[src/rtl/sloc_pkg.sv]
package sloc_pkg;

   localparam int unsigned MAX_REGIONS = 4;

   typedef logic [MAX_REGIONS-1:0][31:0] region_cfg_t;

   // number of regions before the first zero block count
   function automatic int unsigned count_active(region_cfg_t blocks);
      int unsigned n = 0;
      bit          stop = 1'b0;
      for (int r = 0; r < MAX_REGIONS; r++) begin
         if (blocks[r] == 32'd0) stop = 1'b1;
         if (!stop) n++;
      end
      return n;
   endfunction

   // byte address where region r begins
   function automatic longint unsigned region_start(region_cfg_t blocks,
                                                    region_cfg_t lens,
                                                    int r);
      longint unsigned a = 0;
      for (int i = 0; i < MAX_REGIONS; i++)
         if (i < r) a += 64'(blocks[i]) * 64'(lens[i]);
      return a;
   endfunction

   // global number of the first sector of region r
   function automatic int unsigned first_sector(region_cfg_t blocks, int r);
      int unsigned n = 0;
      for (int i = 0; i < MAX_REGIONS; i++)
         if (i < r) n += blocks[i];
      return n;
   endfunction

   function automatic bit is_pow2(longint unsigned x);
      return (x != 0) && ((x & (x - 1)) == 0);
   endfunction

   function automatic bit legal_len(longint unsigned x);
      return is_pow2(x) && ((x & 64'hFF) == 0) && (x < (64'd1 << 24));
   endfunction

   function automatic int unsigned log2_exact(longint unsigned x);
      int unsigned k = 0;
      for (int b = 0; b < 64; b++)
         if (x[b]) k = b;
      return k;
   endfunction

endpackage

[src/rtl/sloc_region_match.sv]
module sloc_region_match #(
   parameter int unsigned     ADDR_W    = 16,
   parameter int unsigned     IDX_W     = 4,
   parameter longint unsigned START     = 0,
   parameter int unsigned     LEN_LOG2  = 8,
   parameter int unsigned     BLOCKS    = 1,
   parameter int unsigned     FIRST_SEC = 0
) (
   input  logic [ADDR_W-1:0] offset_i,
   output logic              hit_o,
   output logic [IDX_W-1:0]  idx_o,
   output logic [ADDR_W:0]   size_o,
   output logic [ADDR_W-1:0] base_o
);
   localparam int unsigned     EXT_W = ADDR_W + 1;
   localparam longint unsigned SPAN  = 64'(BLOCKS) << LEN_LOG2;
   localparam logic [EXT_W-1:0] LO   = EXT_W'(START);
   localparam logic [EXT_W-1:0] HI   = EXT_W'(START + SPAN);
   localparam logic [EXT_W-1:0] ONE_SECTOR = EXT_W'(64'd1 << LEN_LOG2);
   localparam logic [ADDR_W-1:0] LOW_MASK  = ADDR_W'((64'd1 << LEN_LOG2) - 64'd1);

   logic [EXT_W-1:0] off_ext;
   logic [EXT_W-1:0] rel;

   assign off_ext = {1'b0, offset_i};
   assign rel     = off_ext - LO;
   assign hit_o   = (off_ext >= LO) && (off_ext < HI);
   assign idx_o   = IDX_W'(FIRST_SEC) + IDX_W'(rel >> LEN_LOG2);
   assign size_o  = ONE_SECTOR;
   assign base_o  = offset_i & ~LOW_MASK;

endmodule

[src/rtl/sloc_select.sv]
module sloc_select #(
   parameter int unsigned N      = 4,
   parameter int unsigned ADDR_W = 16,
   parameter int unsigned IDX_W  = 4
) (
   input  logic [N-1:0]             hit_i,
   input  logic [N-1:0][IDX_W-1:0]  idx_i,
   input  logic [N-1:0][ADDR_W:0]   size_i,
   input  logic [N-1:0][ADDR_W-1:0] base_i,
   output logic                     found_o,
   output logic [IDX_W-1:0]         idx_o,
   output logic [ADDR_W:0]          size_o,
   output logic [ADDR_W-1:0]        base_o
);
   // regions never overlap, so an AND-OR merge is enough
   always_comb begin
      found_o = |hit_i;
      idx_o   = '0;
      size_o  = '0;
      base_o  = '0;
      for (int r = 0; r < N; r++) begin
         if (hit_i[r]) begin
            idx_o  = idx_o  | idx_i[r];
            size_o = size_o | size_i[r];
            base_o = base_o | base_i[r];
         end
      end
   end

endmodule

[src/rtl/sloc_erase_map.sv]
module sloc_erase_map #(
   parameter int unsigned N_SEC = 9,
   parameter int unsigned IDX_W = 4
) (
   input  logic             clk,
   input  logic             rst_n,
   input  logic             mark_i,
   input  logic             clear_i,
   input  logic             sel_valid_i,
   input  logic [IDX_W-1:0] sel_idx_i,
   output logic             pending_o
);
   logic [N_SEC-1:0] map_q;

   always_ff @(posedge clk or negedge rst_n) begin
      if (!rst_n) begin
         map_q <= '0;
      end else if (clear_i) begin
         map_q <= '0;
      end else if (mark_i && sel_valid_i) begin
         for (int s = 0; s < N_SEC; s++)
            if (sel_idx_i == IDX_W'(s)) map_q[s] <= 1'b1;
      end
   end

   always_comb begin
      pending_o = 1'b0;
      for (int s = 0; s < N_SEC; s++)
         if (sel_valid_i && (sel_idx_i == IDX_W'(s))) pending_o = map_q[s];
   end

endmodule

[src/rtl/sector_locator.sv]
module sector_locator
   import sloc_pkg::*;
#(
   parameter int unsigned ADDR_W     = 16,
   parameter region_cfg_t REG_BLOCKS = {32'd0, 32'd3, 32'd2, 32'd4},
   parameter region_cfg_t REG_LEN    = {32'd100, 32'd512, 32'd1024, 32'd256},
   localparam int unsigned     N_ACT    = count_active(REG_BLOCKS),
   localparam longint unsigned CHIP_LEN = region_start(REG_BLOCKS, REG_LEN, N_ACT),
   localparam int unsigned     N_SEC    = first_sector(REG_BLOCKS, N_ACT),
   localparam int unsigned     IDX_W    = (N_SEC > 1) ? $clog2(N_SEC) : 1
) (
   input  logic              clk,
   input  logic              rst_n,
   input  logic [ADDR_W-1:0] lookup_offset_i,
   input  logic              mark_i,
   input  logic              clear_i,
   output logic [IDX_W-1:0]  sector_idx_o,
   output logic [ADDR_W:0]   sector_size_o,
   output logic [ADDR_W-1:0] sector_base_o,
   output logic              range_err_o,
   output logic              erasing_o
);

   // layout checks at elaboration
   if (N_ACT == 0) begin : g_chk_empty
      $error("sector_locator: region 0 has no blocks");
   end
   if (CHIP_LEN > (64'd1 << ADDR_W)) begin : g_chk_fit
      $error("sector_locator: layout longer than the address space");
   end

   logic [MAX_REGIONS-1:0]             hit;
   logic [MAX_REGIONS-1:0][IDX_W-1:0]  r_idx;
   logic [MAX_REGIONS-1:0][ADDR_W:0]   r_size;
   logic [MAX_REGIONS-1:0][ADDR_W-1:0] r_base;

   for (genvar r = 0; r < MAX_REGIONS; r++) begin : g_region
      if (r < N_ACT) begin : g_on
         localparam longint unsigned START = region_start(REG_BLOCKS, REG_LEN, r);
         localparam longint unsigned LEN   = 64'(REG_LEN[r]);
         localparam int unsigned     LG    = log2_exact(LEN);

         if (!legal_len(LEN)) begin : g_chk_len
            $error("sector_locator: illegal sector length in an active region");
         end
         if ((START & (LEN - 1)) != 0) begin : g_chk_align
            $error("sector_locator: region start not aligned to its sector length");
         end
         if (LG > ADDR_W) begin : g_chk_lg
            $error("sector_locator: sector wider than the address space");
         end

         sloc_region_match #(
            .ADDR_W    (ADDR_W),
            .IDX_W     (IDX_W),
            .START     (START),
            .LEN_LOG2  (LG),
            .BLOCKS    (REG_BLOCKS[r]),
            .FIRST_SEC (first_sector(REG_BLOCKS, r))
         ) u_match (
            .offset_i (lookup_offset_i),
            .hit_o    (hit[r]),
            .idx_o    (r_idx[r]),
            .size_o   (r_size[r]),
            .base_o   (r_base[r])
         );
      end else begin : g_off
         assign hit[r]    = 1'b0;
         assign r_idx[r]  = '0;
         assign r_size[r] = '0;
         assign r_base[r] = '0;
      end
   end

   logic found;

   sloc_select #(
      .N      (MAX_REGIONS),
      .ADDR_W (ADDR_W),
      .IDX_W  (IDX_W)
   ) u_select (
      .hit_i   (hit),
      .idx_i   (r_idx),
      .size_i  (r_size),
      .base_i  (r_base),
      .found_o (found),
      .idx_o   (sector_idx_o),
      .size_o  (sector_size_o),
      .base_o  (sector_base_o)
   );

   assign range_err_o = ~found;

   sloc_erase_map #(
      .N_SEC (N_SEC),
      .IDX_W (IDX_W)
   ) u_map (
      .clk         (clk),
      .rst_n       (rst_n),
      .mark_i      (mark_i),
      .clear_i     (clear_i),
      .sel_valid_i (found),
      .sel_idx_i   (sector_idx_o),
      .pending_o   (erasing_o)
   );

endmodule

[config.mk]
export PLATFORM = sky130hd
export DESIGN_NAME = sector_locator
export DESIGN_NICKNAME = d
export VERILOG_FILES = /design/src/rtl/sloc_pkg.sv /design/src/rtl/sloc_region_match.sv /design/src/rtl/sloc_select.sv /design/src/rtl/sloc_erase_map.sv /design/src/rtl/sector_locator.sv
export SDC_FILE = /design/constraint.sdc
export NUM_CORES = 1
export LEC_CHECK = 0
export ABC_CLOCK_PERIOD_IN_PS = 3100
export BUFFER_PORTS_ARGS = -buffer_cell sky130_fd_sc_hd__buf_2
export CAP_MARGIN = 0
export CORE_UTILIZATION = 44
export DETAILED_ROUTE_END_ITERATION = 10
export PLACE_DENSITY_LB_ADDON = 0.25
export SYNTH_ARGS = -nofsm -noshare
export SYNTH_HDL_FRONTEND = slang
export SYNTH_SLANG_ARGS = --single-unit
[constraint.sdc]
create_clock -name clk -period 3.1 [get_ports clk]
set_input_delay 0.31 -clock clk [delete_from_list [all_inputs] [get_ports clk]]
set_output_delay 0.31 -clock clk [all_outputs]
set_load 0.01 [all_outputs]
== Yosys cells after proc, flatten, opt, wreduce, memory -nomap -nowiden ==
Cells that the tools add are included.
Widths: inputs -> output; s select.

* Add/sub/neg operators: 4
* Magnitude comparators: 6
* Equality and inequality tests: 8
* Muxes and demuxes: 29
* Bitwise operators: 5
* Reduce and logical (&&, ||, !) cells: 34

{| class="wikitable"
|+ Operators by type and width
! cell !! number
|-
| $mux 16 || 3
|-
| $or 16x16->16 || 2
|-
| $mux 9 || 3
|-
| $reduce_bool 2->1 || 10
|-
| $mux 1 || 18
|-
| $reduce_and 2->1 || 9
|-
| $eq 4x3->1 const B || 4
|-
| $ge 16x1->1 const B || 1
|-
| $ge 16x11->1 const B || 1
|-
| $ge 16x12->1 const B || 1
|-
| $lt 16x11->1 const B || 1
|-
| $lt 16x12->1 const B || 1
|-
| $lt 16x13->1 const B || 1
|-
| $sub 14x11->14 const B || 1
|-
| $logic_and 1x1->1 || 13
|-
| $sub 13x12->13 const B || 1
|-
| $mux 4 || 3
|-
| $mux 11 || 1
|-
| $mux 10 || 1
|-
| $add 3x4->4 const A || 2
|-
| $eq 4x2->1 const B || 2
|-
| $or 4x4->4 || 2
|-
| $eq 4x1->1 const B || 1
|-
| $eq 4x4->1 const B || 1
|-
| other kinds (3) || 3
|}

* Flip-flop bits (word level): 9

== Logic depth before layout (Yosys ltp) ==
* Depth after elaboration: 18
* Gate-level depth with buffers: 11
* Mapped depth without buffers: 10

== Cells and area by module ==
A second synthesis with hierarchy kept.

* Cell total of the unflattened synthesis: 323
* Area, all modules: 2407.3 um^2

{| class="wikitable"
|+ Modules (own cells, without submodules)
! module !! times used !! cells each !! area an instance (um^2) !! sequential area each (um^2)
|-
| sloc_select || 1 || 128 || 857.1 || 0.0
|-
| sloc_erase_map || 1 || 53 || 503.0 || 225.2
|-
| sloc_region_match (g_region[1].g_on.u_match) || 1 || 51 || 380.4 || 0.0
|-
| sloc_region_match (g_region[2].g_on.u_match) || 1 || 48 || 356.6 || 0.0
|-
| sloc_region_match (g_region[0].g_on.u_match) || 1 || 41 || 302.8 || 0.0
|-
| sector_locator || 1 || 2 || 7.5 || 0.0
|}

== Worst setup path before layout ==
No wires, ideal clock.

* Path type: input-to-output
* Start: input lookup_offset_i[11]
* End: output erasing_o
* Arrival time: 2.279 ns
* Data required time: 2.790 ns
* Slack: 0.511 ns
* Stages: 10
* Path through: inv_1 > ha_1 > or4b_4 > o31ai_4 > nand2_2 > o211ai_4 > inv_2 > and4_1 > a21o_1 > o21ai_1

* Longest elaborated chain between the ends: 18
* Elaborated cells between the ends (all ways): 46

{| class="wikitable"
|+ RTL lines
! element !! RTL line !! text
|-
| start: declaration || sector_locator.sv:14 || <nowiki>input logic [ADDR_W-1:0] lookup_offset_i,</nowiki>
|-
| $ge 16x1->1 or $lt 16x11->1 (tied branches) || sloc_region_match.sv:27 || <nowiki>assign hit_o = (off_ext >= LO) && (off_ext < HI);</nowiki>
|-
| $logic_and 1x1->1 || sloc_region_match.sv:27 ||
|-
| $mux 4 || sloc_select.sv:22 || <nowiki>if (hit_i[r]) begin</nowiki>
|-
| $or 4x4->4 || sloc_select.sv:23 || <nowiki>idx_o = idx_o | idx_i[r];</nowiki>
|-
| $mux 4 || sloc_select.sv:22 ||
|-
| $or 4x4->4 || sloc_select.sv:23 ||
|-
| $mux 4 * || sloc_select.sv:22 ||
|-
| via sector_idx_o[0] || sector_locator.sv:17 || <nowiki>output logic [IDX_W-1:0] sector_idx_o,</nowiki>
|-
| $logic_not 4->1 || sloc_erase_map.sv:29 || <nowiki>if (sel_valid_i && (sel_idx_i == IDX_W'(s))) pending_o = map_q[s];</nowiki>
|-
| $logic_and 1x1->1 || sloc_erase_map.sv:29 ||
|-
| $mux 1 (8 in a row) || sloc_erase_map.sv:29 ||
|-
| $mux 1 * || sloc_erase_map.sv:29 ||
|-
| end: declaration || sector_locator.sv:21 || <nowiki>output logic erasing_o</nowiki>
|}

The timed path passes the listed nets; every way through them passes the cells marked *.

== Final worst setup path ==
* Start: input lookup_offset_i[11]
* End: output erasing_o

* Longest elaborated chain between the ends: 18
* Elaborated cells between the ends (all ways): 46

{| class="wikitable"
|+ RTL lines
! element !! RTL line
|-
| branches (longest 17 deep; another with $sub 14x11->14) || --
|-
| $mux 1 * || sloc_erase_map.sv:29
|}

Every way passes the cells marked *.

==> summary.md <==
| Metric | Value |
|---|---|
| Post-CTS Repair Setup Buffers | `0` |
| FF-to-FF End | `u_map.map_q[3]$_DFFE_PN0P_` |
| Nets | `187` |
| Vias | `930` |
| RSZ-0062 raised after global routing | `no` |
| Worst-path clk slew | `0.06 ns` |
| Synth Warn # | `0` |
| Critical Path Fanout Max | `8` |
| WP data required | `2.79 ns` |
| Mapped Area | `0.00103 mm2` |
| R2r setup slk | `2.39 ns` |
| Crit path time final | `2.91 ns` |
| Hold Crit Start | `clear_i` |
| CTS Buffer Depth | `2` |
| Grt ovf | `0` |
| Levels on crit path | `12` |
| Drt pass-1 iters | `4` |
| Max reg flops | `9` |
| # diodes | `0` |
| Pre-CTS setup slack | `0.183 ns` |
| Clk_skew | `0 ns` |
| TritonCTS clock tree | `yes` |
| Core footprint | `0.00221 mm2` |
| Total CTS buffers | `3` |
| Worst Setup End Kind | `output pin` |
| Max-Cap Viols | `0` |
| Share of cells above drive strength 1 | `0.302` |
| Endpoints failing setup | `0` |
| Metal2 WL | `938 um` |
| H-tree levels | `1` |
| DR top layer | `met4` |
| Cts hold-fix bufs | `1` |
| Post-Syn Instances | `129` |
| CP Cell Sequence | `buf_2, inv_1, ha_1, or4b_4, o31ai_4, nand2_2, o211ai_4, mux2i_1, mux2i_1, a32oi_1, o21ai_1, buf_2` |
| Avg Cell Area, Syn | `8.01 um2` |
| Initial core utilization | `0.467` |
| Final RePlAce weighted congestion | `0.863` |
| Largest Register | `u_map.map_q` |
| Reg2reg path depth | `2` |
| Setup CP Type | `input pin to output pin` |
| Die Y | `50.5 um` |
| Number of synthesized register bits | `9` |
| Slowest CP cell | `or4b_4` |
| Total track usage | `0.174` |
| Critical path arrival | `2.60 ns` |
| Clock sinks | `9` |
| Met1 WL | `923 um` |
| Final-layout fill cell count | `231` |
| Layout Utilization | `0.513` |
| Wire per inst | `10.7 um` |
| Worst path bufs/invs | `3` |
| Crit path to | `erasing_o` |
| FF-to-FF Start | `u_map.map_q[3]$_DFFE_PN0P_` |
| Critical path launch point type | `input pin` |
| Placed inst area | `0.00110 mm2` |
| Finished Cell Area | `0.00113 mm2` |
| Insertion delay to the later sink of the worst-skew pair | `0.25 ns` |
| Vias per std cell | `4.89` |
| Sum of negative setup slack | `0 ns` |
| Row count | `17` |
| Pleak | `0.618 nW` |
| Register area share after synthesis | `0.218` |
| Fmax achieved | `344 MHz` |
| Die footprint | `0.00255 mm2` |
| Yosys cell types | `38` |
| Final period utilization | `0.938` |
| Gates resized, CTS repair | `0` |
| Synth area leaders | `dfrtp_1 (22%), buf_4 (21%), nor2_1 (6.2%)` |
| Sequential Area | `225 um2` |
| Worst path max stage delay | `0.47 ns` |
| PD cells | `247 mW/mm2` |
| Post-route ant nets | `0` |
| Most frequent cells in the layout | `buf_2 (33), conb_1 (25), nor2_1 (17), a21oi_1 (11), nand2_1 (10)` |
| Largest net degree at the start of global routing | `10` |
| Area of the multi-input gates | `624 um2` |
| Final hold violation count | `0` |
| Synth-to-Final Area Change | `9.81%` |
| Synth top area share | `0.218` |
| Peak VDD IR | `0.206 mV` |
| Number of global-route vias before repair | `827` |
| Most common cell after layout, fill and taps aside | `buf_2` |
| Drt total wl | `2020 um` |
| Die W | `50.5 um` |
| Post-route setup slack | `0.193 ns` |
| Initial antenna violation count | `0` |
| Clock root cell | `clkbuf_4` |
| # IOs | `59` |
| Status | `finished, final reports clean` |
| CP delay by family, top | `compound AO/OA/AOI/OAI gates` |
| WL met3 | `139 um` |
| Synth area leader | `dfrtp_1` |
| Fin. max-slew vios | `0` |
| PortBufs | `33` |
| DRC Markers | `0` |
| Top flop regs | `u_map.map_q x9` |
| Hpwl dp | `1730 um` |
| First-pass GRT wire length | `3470 um` |
| Hold WC Path Type | `input pin to flop` |
| Initial DRC count | `28` |
| CP startpoint | `lookup_offset_i[11]` |
[worst reg2reg max path: stages (launching register included)]
cell and delay, ns:
dfrtp_1 0.39, a21oi_1 0.16, nor2_1 0.06
[power breakdown]
group,switching [mW],total (mW),internal (mW),leakage (nW)
Sequential,0.000352,0.118,0.118,0.126
Combinational,0.0495,0.0749,0.0254,0.477
Clock,0.0380,0.0874,0.0494,0.0150
Total,0.0878,0.281,0.193,0.618
[cell families after synthesis]
family	share of synthesized area
mux	0.0291
fa+ha+maj	0.0484
simple gates	0.234
compound gates	0.202
buf+inv	0.265
other cells	0.00363
flops	0.218
[per-layer routing]
layer | track usage | up-vias
met5 | 0 | -
met4 | 0.0694 | 0
met3 | 0.0121 | 4
met2 | 0.282 | 41
met1 | 0.238 | 426
li1 | - | 459
[stage by stage]
step | std cells | hold WS (ns) | total power [mW]
after floorplan | 153 | 0.0144 | 0.190
after global placement | 185 | 0.162 | 0.193
after detailed placement | 185 | 0.166 | 0.194
after CTS | 190 | 0.311 | 0.283
after global routing | 190 | 0.316 | 0.300
final | 190 | 0.319 | 0.281
[area by class of cell]
type,instances,area share
Clock buffer,4,0.0232
Sequential cell,9,0.198
Timing Repair Buffer,36,0.168
Inverter,9,0.0298
Tap cell,28,0.0309
Multi-Input combinational cell,104,0.550
[synthesized netlist by cell type, drive strengths merged]
cell,instances
a21o,1
a21oi,11
a31o,1
a31oi,1
a32o,1
a32oi,2
and2,1
and3,1
and4,1
buf,30
bufbuf,1
conb,1
dfrtp,9
ha,4
inv,9
mux2i,3
nand2,11
nand3,1
nor2,18
nor3,5
nor4,2
nor4b,1
o211a,1
o211ai,1
o21a,2
o21ai,4
o311ai,1
o31ai,1
or3,1
or4,2
or4b,1
[worst min-delay path by stage]
stage	slack (ns)	endpoint	cells past startpoint
2_1_floorplan	0.01	u_map.map_q[0]$_DFFE_PN0P_	0
3_3_place_gp	0.16	u_map.map_q[7]$_DFFE_PN0P_	1
3_5_place_dp	0.17	u_map.map_q[7]$_DFFE_PN0P_	1
4_1_cts	0.31	u_map.map_q[6]$_DFFE_PN0P_	2
5_1_grt	0.32	u_map.map_q[6]$_DFFE_PN0P_	2
6_report	0.32	u_map.map_q[6]$_DFFE_PN0P_	2
(Power assumes the default switching activity.)
